File: src/rtl/sadc_pkg.sv
package sadc_pkg;

  typedef enum logic [1:0] {
    MODE_NORMAL = 2'b00,
    MODE_CHAIN  = 2'b01,
    MODE_SLEEP  = 2'b10
  } op_mode_e;

  typedef struct packed {
    logic chn;
    logic sty;
  } cmd_t;

endpackage

File: src/rtl/sadc_sync.sv
module sadc_sync #(
  parameter int                WIDTH   = 3,
  parameter int                STAGES  = 2,
  parameter logic [WIDTH-1:0]  RST_VAL = '0
) (
  input  logic             clk,
  input  logic             rst,
  input  logic [WIDTH-1:0] d,
  output logic [WIDTH-1:0] q,
  output logic [WIDTH-1:0] q_d
);

  // STAGES synchronizer flops plus one delayed copy for edge detection
  localparam int DEPTH = STAGES + 1;

  logic [WIDTH-1:0] pipe [DEPTH];

  always_ff @(posedge clk) begin
    if (rst) begin
      for (int i = 0; i < DEPTH; i++) pipe[i] <= RST_VAL;
    end else begin
      pipe[0] <= d;
      for (int i = 1; i < DEPTH; i++) pipe[i] <= pipe[i-1];
    end
  end

  assign q   = pipe[STAGES-1];
  assign q_d = pipe[STAGES];

endmodule

File: src/rtl/sadc_frame.sv
module sadc_frame import sadc_pkg::*; #(
  parameter int RES_BITS   = 12,
  parameter int FRAME_BITS = 16,
  parameter int CNT_W      = 5,
  parameter int CHN_EDGE   = 3,
  parameter int STY_EDGE   = 4
) (
  input  logic                clk,
  input  logic                rst,
  input  logic                start,
  input  logic                stop,
  input  logic                sclk_fall,
  input  logic                din,
  input  logic                chan,
  input  logic                mod_bit,
  input  logic [RES_BITS-1:0] sample,
  output logic                dout,
  output logic                active,
  output logic [CNT_W-1:0]    cnt,
  output logic                end_pulse,
  output logic [CNT_W-1:0]    end_cnt,
  output cmd_t                cmd
);

  localparam int HDR_BITS = 4;
  localparam int PAD      = FRAME_BITS - HDR_BITS - RES_BITS;
  localparam logic [CNT_W-1:0] LAST = CNT_W'(FRAME_BITS);
  localparam logic [CNT_W-1:0] CPOS = CNT_W'(CHN_EDGE);
  localparam logic [CNT_W-1:0] SPOS = CNT_W'(STY_EDGE);

  logic [FRAME_BITS-1:0] shreg;
  logic [FRAME_BITS-1:0] word;
  logic                  fall_in;
  logic [CNT_W-1:0]      cnt_eff;

  assign word    = FRAME_BITS'({2'b00, chan, mod_bit, sample}) << PAD;
  assign fall_in = active & sclk_fall;
  assign cnt_eff = cnt + CNT_W'(fall_in);
  assign dout    = shreg[FRAME_BITS-1];

  always_ff @(posedge clk) begin
    if (rst) begin
      shreg     <= '0;
      cnt       <= '0;
      active    <= 1'b0;
      end_pulse <= 1'b0;
      end_cnt   <= '0;
      cmd       <= '0;
    end else begin
      end_pulse <= 1'b0;
      if (active) begin
        if (fall_in) begin
          cnt   <= cnt_eff;
          shreg <= {shreg[FRAME_BITS-2:0], 1'b0};
          if (cnt_eff == CPOS) cmd.chn <= din;
          if (cnt_eff == SPOS) cmd.sty <= din;
        end
        if (stop || (cnt_eff == LAST)) begin
          active    <= 1'b0;
          end_pulse <= 1'b1;
          end_cnt   <= cnt_eff;
          shreg     <= '0;
        end
      end else if (start) begin
        active <= 1'b1;
        cnt    <= '0;
        shreg  <= word;
      end
    end
  end

endmodule

File: src/rtl/sadc_mode_ctrl.sv
module sadc_mode_ctrl import sadc_pkg::*; #(
  parameter int CNT_W    = 5,
  parameter int PD_LO    = 2,
  parameter int CHAIN_LO = 10,
  parameter int CHAIN_HI = 12,
  parameter int WAKE_MIN = 10
) (
  input  logic             clk,
  input  logic             rst,
  input  logic             end_pulse,
  input  logic [CNT_W-1:0] end_cnt,
  input  cmd_t             cmd,
  output op_mode_e         mode_q,
  output logic             chan_q,
  output logic             valid_q
);

  localparam logic [CNT_W-1:0] T_PD   = CNT_W'(PD_LO);
  localparam logic [CNT_W-1:0] T_CLO  = CNT_W'(CHAIN_LO);
  localparam logic [CNT_W-1:0] T_CHI  = CNT_W'(CHAIN_HI);
  localparam logic [CNT_W-1:0] T_WAKE = CNT_W'(WAKE_MIN);

  always_ff @(posedge clk) begin
    if (rst) begin
      mode_q  <= MODE_NORMAL;
      chan_q  <= 1'b0;
      valid_q <= 1'b1;
    end else if (end_pulse) begin
      if (mode_q == MODE_SLEEP) begin
        if (end_cnt >= T_WAKE) begin
          mode_q  <= MODE_NORMAL;
          valid_q <= 1'b1;
        end
      end else if (end_cnt >= T_PD) begin
        if (end_cnt < T_CLO) begin
          mode_q  <= MODE_SLEEP;
          valid_q <= 1'b0;
        end else if (end_cnt <= T_CHI) begin
          mode_q <= MODE_CHAIN;
          chan_q <= cmd.chn;
        end else begin
          chan_q <= cmd.chn;
          if ((mode_q == MODE_CHAIN) && (cmd.sty == cmd.chn))
            mode_q <= MODE_NORMAL;
        end
      end
    end
  end

endmodule

File: src/rtl/serial_adc_ctrl.sv
module serial_adc_ctrl import sadc_pkg::*; #(
  parameter int RES_BITS    = 12,
  parameter int FRAME_BITS  = 16,
  parameter int SYNC_STAGES = 2
) (
  input  logic                clk,
  input  logic                rst,
  input  logic                cs_n,
  input  logic                sclk,
  input  logic                din,
  input  logic [RES_BITS-1:0] sample,
  output logic                dout,
  output logic                dout_oe,
  output logic [1:0]          mode,
  output logic                chan,
  output logic                next_valid
);

  localparam int CNT_W = $clog2(FRAME_BITS + 1);

  logic [2:0]       pin_s;
  logic [2:0]       pin_d;
  logic             cs_fall;
  logic             cs_rise;
  logic             sclk_fall;
  logic             frame_active;
  logic [CNT_W-1:0] frame_cnt;
  logic             end_pulse;
  logic [CNT_W-1:0] end_cnt;
  cmd_t             cmd;
  op_mode_e         mode_q;
  logic             mod_bit;

  sadc_sync #(
    .WIDTH   (3),
    .STAGES  (SYNC_STAGES),
    .RST_VAL (3'b110)
  ) u_sync (
    .clk (clk),
    .rst (rst),
    .d   ({cs_n, sclk, din}),
    .q   (pin_s),
    .q_d (pin_d)
  );

  assign cs_fall   =  pin_d[2] & ~pin_s[2];
  assign cs_rise   = ~pin_d[2] &  pin_s[2];
  assign sclk_fall =  pin_d[1] & ~pin_s[1];
  assign mod_bit   = (mode_q == MODE_CHAIN) ? ~chan : chan;

  sadc_frame #(
    .RES_BITS   (RES_BITS),
    .FRAME_BITS (FRAME_BITS),
    .CNT_W      (CNT_W)
  ) u_frame (
    .clk       (clk),
    .rst       (rst),
    .start     (cs_fall),
    .stop      (cs_rise),
    .sclk_fall (sclk_fall),
    .din       (pin_s[0]),
    .chan      (chan),
    .mod_bit   (mod_bit),
    .sample    (sample),
    .dout      (dout),
    .active    (frame_active),
    .cnt       (frame_cnt),
    .end_pulse (end_pulse),
    .end_cnt   (end_cnt),
    .cmd       (cmd)
  );

  sadc_mode_ctrl #(
    .CNT_W (CNT_W)
  ) u_mode (
    .clk       (clk),
    .rst       (rst),
    .end_pulse (end_pulse),
    .end_cnt   (end_cnt),
    .cmd       (cmd),
    .mode_q    (mode_q),
    .chan_q    (chan),
    .valid_q   (next_valid)
  );

  assign dout_oe = frame_active;
  assign mode    = mode_q;

endmodule

File: config.mk
export PLATFORM = sky130hd
export DESIGN_NAME = serial_adc_ctrl
export DESIGN_NICKNAME = d
export VERILOG_FILES = /design/src/rtl/sadc_pkg.sv /design/src/rtl/sadc_sync.sv /design/src/rtl/sadc_frame.sv /design/src/rtl/sadc_mode_ctrl.sv /design/src/rtl/serial_adc_ctrl.sv
export SDC_FILE = /design/constraint.sdc
export NUM_CORES = 1
export LEC_CHECK = 0
export ABC_AREA = 1
export BUFFER_PORTS_ARGS = -buffer_cell sky130_fd_sc_hd__buf_2
export CORE_UTILIZATION = 60
export CTS_BUF_LIST = sky130_fd_sc_hd__clkbuf_16
export CTS_CLUSTER_DIAMETER = 200
export DETAILED_ROUTE_END_ITERATION = 10
export PLACE_DENSITY = 0.85
export SLEW_MARGIN = 20
export SYNTH_ARGS = -nofsm -noshare
export SYNTH_HDL_FRONTEND = slang
export SYNTH_HIERARCHICAL = 1
export SYNTH_SLANG_ARGS = --single-unit
File: constraint.sdc
create_clock -name clk -period 3.6 [get_ports clk]
set_input_delay 0.36 -clock clk [delete_from_list [all_inputs] [get_ports clk]]
set_output_delay 0.36 -clock clk [all_outputs]
set_load 0.05 [all_outputs]
==> results of run 1 <==
registers in the layout, summed over array words and instances (netlist names):
name               flops
u_frame/shreg         16
u_sync/pipe            8
u_frame/cnt            5
u_frame/end_cnt        5
u_frame/cmd            2
u_mode/mode_q          2
u_frame/active         1
u_frame/end_pulse      1
u_mode/chan_q          1
u_mode/valid_q         1
layout make-up:
type | instances | area [sq um] | share of cell area, %
clock inverters | 3 | 40.0 | 1.59
multi-input cells | 228 | 1130 | 44.6
clock buffers | 5 | 125 | 4.96
inverters | 55 | 206 | 8.18
flip-flops and latches | 42 | 841 | 33.3
well taps | 48 | 60.1 | 2.38
repair buffers | 24 | 125 | 4.96
metal layers:
metal  GRT usage (%)  vias to the layer above
li1                -                     1083
met1            28.0                      919
met2            43.2                       41
met3            4.46                        6
met4            9.38                        0
met5               0                        -
path summary, 6_finish.rpt:
path | startpoint | to | cells after the start
max | u_sync/pipe[0][7]$_SDFF_PP1_ | u_frame/end_cnt[4]$_SDFFE_PP0P_ | 15
min | cs_n | u_sync/pipe[0][2]$_SDFF_PP1_ | 3
max reg2reg | u_sync/pipe[0][7]$_SDFF_PP1_ | u_frame/end_cnt[4]$_SDFFE_PP0P_ | 15
min reg2reg | u_sync/pipe[0][0]$_SDFF_PP0_ | u_sync/pipe[0][3]$_SDFF_PP0_ | 2
metrics by stage:
stage,utilization [%],hold WS [ps],worst slack (ps),instance area (sq um),instances
3_3_place_gp,64.4,389,1050,2360,397
5_1_grt,68.9,263,624,2520,405
6_report,68.9,257,904,2520,405
4_1_cts,68.9,256,914,2520,405
2_1_floorplan,-,387,933,2290,343
3_5_place_dp,64.4,407,940,2360,397
where the power goes:
part	switching [W]	total [W]	leakage (nW)	internal, W
Sequential	0.00000823	0.000489	0.342	0.000481
Combinational	0.0000600	0.0000950	0.875	0.0000350
Clock	0.000171	0.000495	0.0836	0.000324
critical path: cells and delay by family (launching register included):
family | cells | cell delay, ps
fa+ha+maj | 2 | 500
simple gates | 10 | 1340
flops | 1 | 320
buf+inv | 3 | 440
==> reports/metrics.csv, run 1 <==
metric;value;unit
status;complete, no violations;
cp_slowest_stage_delay;320;ps
setup.worst_path.start_class;register;
routed_wl;4430;um
wl_met2;2230;um
drtIter0Drc;155;
cts-hold-fix-buffers;0;
grt_pass1_vias;1955;
p_leak;1.30;nW
postCtsSetupBuffers;0;
reg2reg_slack;900;ps
ant_nets;0;
antenna_cells;0;
path_cells;inv_1 > nor2_1 > nand2_1 > inv_1 > ha_1 > ha_1 > or2_2 > nor2_2 > nand2_4 > nand2_4 > nand2_2 > inv_1 > nand2_1 > nand2_1 > nor2_1;
layout_commonest_cell;nand2_1;
syn_nets;362;
critical_path_class;reg -> reg;
clock_sinks;42;
htreeDepth;2;
vdd_drop_max;0.000377;V
finalSetupTns;0;ps
die_w;63.8;um
postSynthCellCount;343;
overflow;0;
period_share;74.9;%
via_per_inst;5.06;
cap_viol_max_count;0;
gp_congestion;0.862;
fmax;371;MHz
cp_slowest_cell;dfxtp_1;
start_util;62.6;%
io-pin-count;23;
finalHoldViolations;0;
cts.repair.resized;0;
area_delta_synth_final;10.0;%
cts_root_buf;clkbuf_16;
crit_required;3770;ps
core;0.00366;sq mm
setup_viol;0;
drc;0;
wl_per_cell;10.9;um
finClkSkew;5.09;ps
num-fill-cells;328;
dr.pass1.iters;4;
rows;22;
power;0.00108;W
final_cell_mix;nand2_1, inv_1, nor2_1;
synth_area;0.00229;sq mm
drive_gt1_share;18.8;%
yosysWarnings;6;
grt_use_total;24.1;%
cts_made_buffers;5;
vias;2049;
cp-end-kind;register;
die_area;0.00407;sq mm
die_height;63.8;um
worst_slew_pin_slew;696;ps
crit_path_max_fanout;23;
hp-class;in -> reg;
relSlewSlack;53.5;%
routed.top_layer;met4;
syn_avg_cell_area;6.69;sq um
cts.clk_slew.worst_paths;60;ps
portBuffers;22;
finalWorstPathRequiredPeriod;2700;ps
powerDensity;428;mW/mm^2
clkLatencyLatePin;280;ps
fin_nets;375;
clockBufferDepth;2;
wl_met1;1970;um
rsz0062_at_grt;no;
grt_max_degree;24;
wl_met3;173;um
drv_slew;0;
antenna_found_initial;0;
grt_pass1_wl;7870;um
cts_tree;built;
dp_hpwl;3010;um
arrival;2870;ps
No activity file was read; power rests on OpenSTA's default activity.
==> inputs of run 2 (changes only) <==
--- a/config.mk
+++ b/config.mk
@@ -7,11 +7,11 @@
 export LEC_CHECK = 0
 export ABC_AREA = 1
 export BUFFER_PORTS_ARGS = -buffer_cell sky130_fd_sc_hd__buf_2
-export CORE_UTILIZATION = 60
+export CORE_UTILIZATION = 58
 export CTS_BUF_LIST = sky130_fd_sc_hd__clkbuf_16
 export CTS_CLUSTER_DIAMETER = 200
 export DETAILED_ROUTE_END_ITERATION = 10
-export PLACE_DENSITY = 0.85
+export PLACE_DENSITY = 0.82
 export SLEW_MARGIN = 20
 export SYNTH_ARGS = -nofsm -noshare
 export SYNTH_HDL_FRONTEND = slang
==> constraint.sdc (replaced) <==
create_clock -name clk -period 2.8 [get_ports clk]
set_input_delay 0.28 -clock clk [delete_from_list [all_inputs] [get_ports clk]]
set_output_delay 0.28 -clock clk [all_outputs]
set_load 0.05 [all_outputs]
==> run 2 against run 1 <==
Net effect: critical path depth unchanged; total power up 18%; hold slack worse by 78 ps; sequential share of layout area up 0.27 points; design area down 0.79%; sequential power up 29%; core utilization down 1.6 points; wire length down 0.18%; clock-buffer cell count unchanged; clock power up 5.5%; flip-flop and latch count unchanged; via count down 0.59%.
==> reports/metrics.csv, run 2 (synthesis results as in run 1) <==
metric;value;unit;change
status;complete, no violations;;
dp.cells;398;;+0.25%
finalSetupTns;0;ps;unchanged
regMostFlops;u_frame/shreg;;
arrival;2700;ps;-170 ps
worstHoldEndpoint;u_sync/pipe[0][1]$_SDFF_PP1_;;
powerDensity;509;mW/mm^2;+19%
hp-class;in -> reg;;
start_util;61.7;%;-0.93 points
rsz0062_at_grt;no;;
area_delta_synth_final;9.17;%;
finalWorstPathRequiredPeriod;2530;ps;-164 ps
io-pin-count;23;;unchanged
regToRegEndpoint;u_frame/end_cnt[4]$_SDFFE_PP0P_;;
die_area;0.00421;sq mm;+3.3%
antenna_cells;0;;unchanged
fin_nets;376;;+0.27%
clockBufferDepth;2;;unchanged
num-fill-cells;333;;+1.5%
ant_nets;0;;unchanged
gp_congestion;0.812;;-5.8%
worst_slew_pin_slew;629;ps;-67.5 ps
crit_path_max_fanout;23;;unchanged
drv_slew;0;;unchanged
min_from;sclk;;
clkLatencyLatePin;280;ps;about the same
biggestRegsByFlops;u_frame/shreg (16), u_sync/pipe (8);;
path_cells;inv_1 > nor2_1 > nand2_1 > inv_1 > ha_1 > ha_1 > or2_2 > nor2_2 > nand2_4 > nand2_4 > nand2_4 > inv_1 > nand2_1 > nand2_1 > nor2_1;;
drive_gt1_share;18.2;%;-0.56 points
cap_viol_max_count;0;;unchanged
final_cell_count_no_fill;405;;unchanged
final_cell_mix;nand2_1, inv_1, nor2_1;;
via_per_inst;5.03;;-0.59%
cp_slowest_stage_delay;310;ps;about the same
grt_max_degree;24;;unchanged
cp-end-kind;register;;
dpl_cell_area;0.00237;sq mm;+0.32%
core;0.00372;sq mm;+1.5%
fmax;395;MHz;+6.5%
critical_path_class;reg -> reg;;
cts.clk_slew.worst_paths;50;ps;about the same
finalHoldViolations;0;;unchanged
vdd_drop_max;0.000488;V;+30%
cts_made_buffers;5;;unchanged
layout_commonest_cell;nand2_1;;
cts_tree;built;;
r2r_cells;15;;unchanged
portBuffers;22;;unchanged
clock_sinks;42;;unchanged
postCtsSetupBuffers;0;;unchanged
routed_wl;4420;um;-0.18%
htreeDepth;2;;unchanged
grt_pass1_vias;1854;;-5.2%
cp_slowest_cell;dfxtp_1;;
period_share;90.4;%;+16 points
wl_per_cell;10.9;um;-0.18%
design_area;0.00250;sq mm;-0.79%
fin_hold_ws;180;ps;-77.6 ps
dr.pass1.iters;4;;unchanged
setup.worst_path.start_class;register;;
relSlewSlack;58.0;%;+4.5 points
largest_reg_flops;16;;unchanged
die_w;64.9;um;+1.7%
setup_viol;0;;unchanged
cts_root_buf;clkbuf_16;;
dp_hpwl;3000;um;-0.39%
die_height;64.9;um;+1.7%
p_leak;1.31;nW;+0.50%
reg2reg_slack;270;ps;-640 ps
overflow;0;;unchanged
finClkSkew;2.91;ps;-2.18 ps
drtIter0Drc;162;;+4.5%
worstHoldPathCells;3;;unchanged
antenna_found_initial;0;;unchanged
rows;22;;unchanged
vias;2037;;-0.59%
reg2reg_from;u_sync/pipe[0][7]$_SDFF_PP1_;;
grt_use_total;22.9;%;-1.2 points
crit_required;2970;ps;-800 ps
grt_pass1_wl;7530;um;-4.3%
drc;0;;unchanged
-- run 2: cell count changes in the layout (fill, tap and decap cells not counted), sizes merged --
cell	previous run	this run
inv	54	56
buf	24	25
clkinv	3	1
bufinv	1	0
-- run 2: layout make-up --
type	count	area (sq um)	area share, %
multi-input cells	228	1130	45.2
clock buffers	5	125	5.00
repair buffers	25	133	5.30
inverters	55	206	8.25
well taps	48	60.1	2.40
clock inverters	2	7.51	0.300
flip-flops and latches	42	841	33.6
-- run 2: repair_timing --
action                                  CTS  global route
gates resized for setup                   0             1
endpoints found under the setup margin    0            13
hold buffers                              0             0
-- run 2: worst max path at each step --
stage	slack [ps]	startpoint	endpoint
after floorplan	130	u_frame/active$_SDFF_PP0_	u_frame/end_cnt[3]$_SDFFE_PP0P_
after global placement	260	u_sync/pipe[0][7]$_SDFF_PP1_	u_frame/end_cnt[4]$_SDFFE_PP0P_
after detailed placement	140	u_sync/pipe[0][7]$_SDFF_PP1_	u_frame/end_cnt[4]$_SDFFE_PP0P_
after CTS	130	u_sync/pipe[0][7]$_SDFF_PP1_	u_frame/end_cnt[4]$_SDFFE_PP0P_
after global routing	10	u_sync/pipe[0][7]$_SDFF_PP1_	u_frame/end_cnt[2]$_SDFFE_PP0P_
final	270	u_sync/pipe[0][7]$_SDFF_PP1_	u_frame/end_cnt[4]$_SDFFE_PP0P_
-- run 2: report_power, final --
group / leakage (nW) / switching, W / internal (W)
clock: 0.0723 / 0.000204 / 0.000318
combinational: 0.893 / 0.0000767 / 0.0000455
sequential: 0.342 / 0.0000104 / 0.000619
-- run 2: metrics by stage --
stage               util, %  setup slack, ps  total power, W
floorplan                 -              133        0.000738
detailed placement     63.7              136        0.000762
finish                 67.4              269         0.00127
global route           67.4             12.4         0.00133
CTS                    67.2              126         0.00128
global placement       63.7              259        0.000760
-- run 2: layer usage --
metal | vias to the layer above | part of all wire, % | track usage [%]
met5 | - | 0 | 0
met4 | 0 | 1.6 | 10.6
met3 | 9 | 3.6 | 4.40
met2 | 43 | 48 | 39.6
met1 | 898 | 47 | 26.9
li1 | 1087 | - | -
-- run 2: worst max-delay path, delay by kind of cell, from the launching register on --
family / cells / cell delay [ps]
fa+ha+maj: 2 / 480
buf+inv: 3 / 380
flops: 1 / 310
simple gates: 10 / 1260
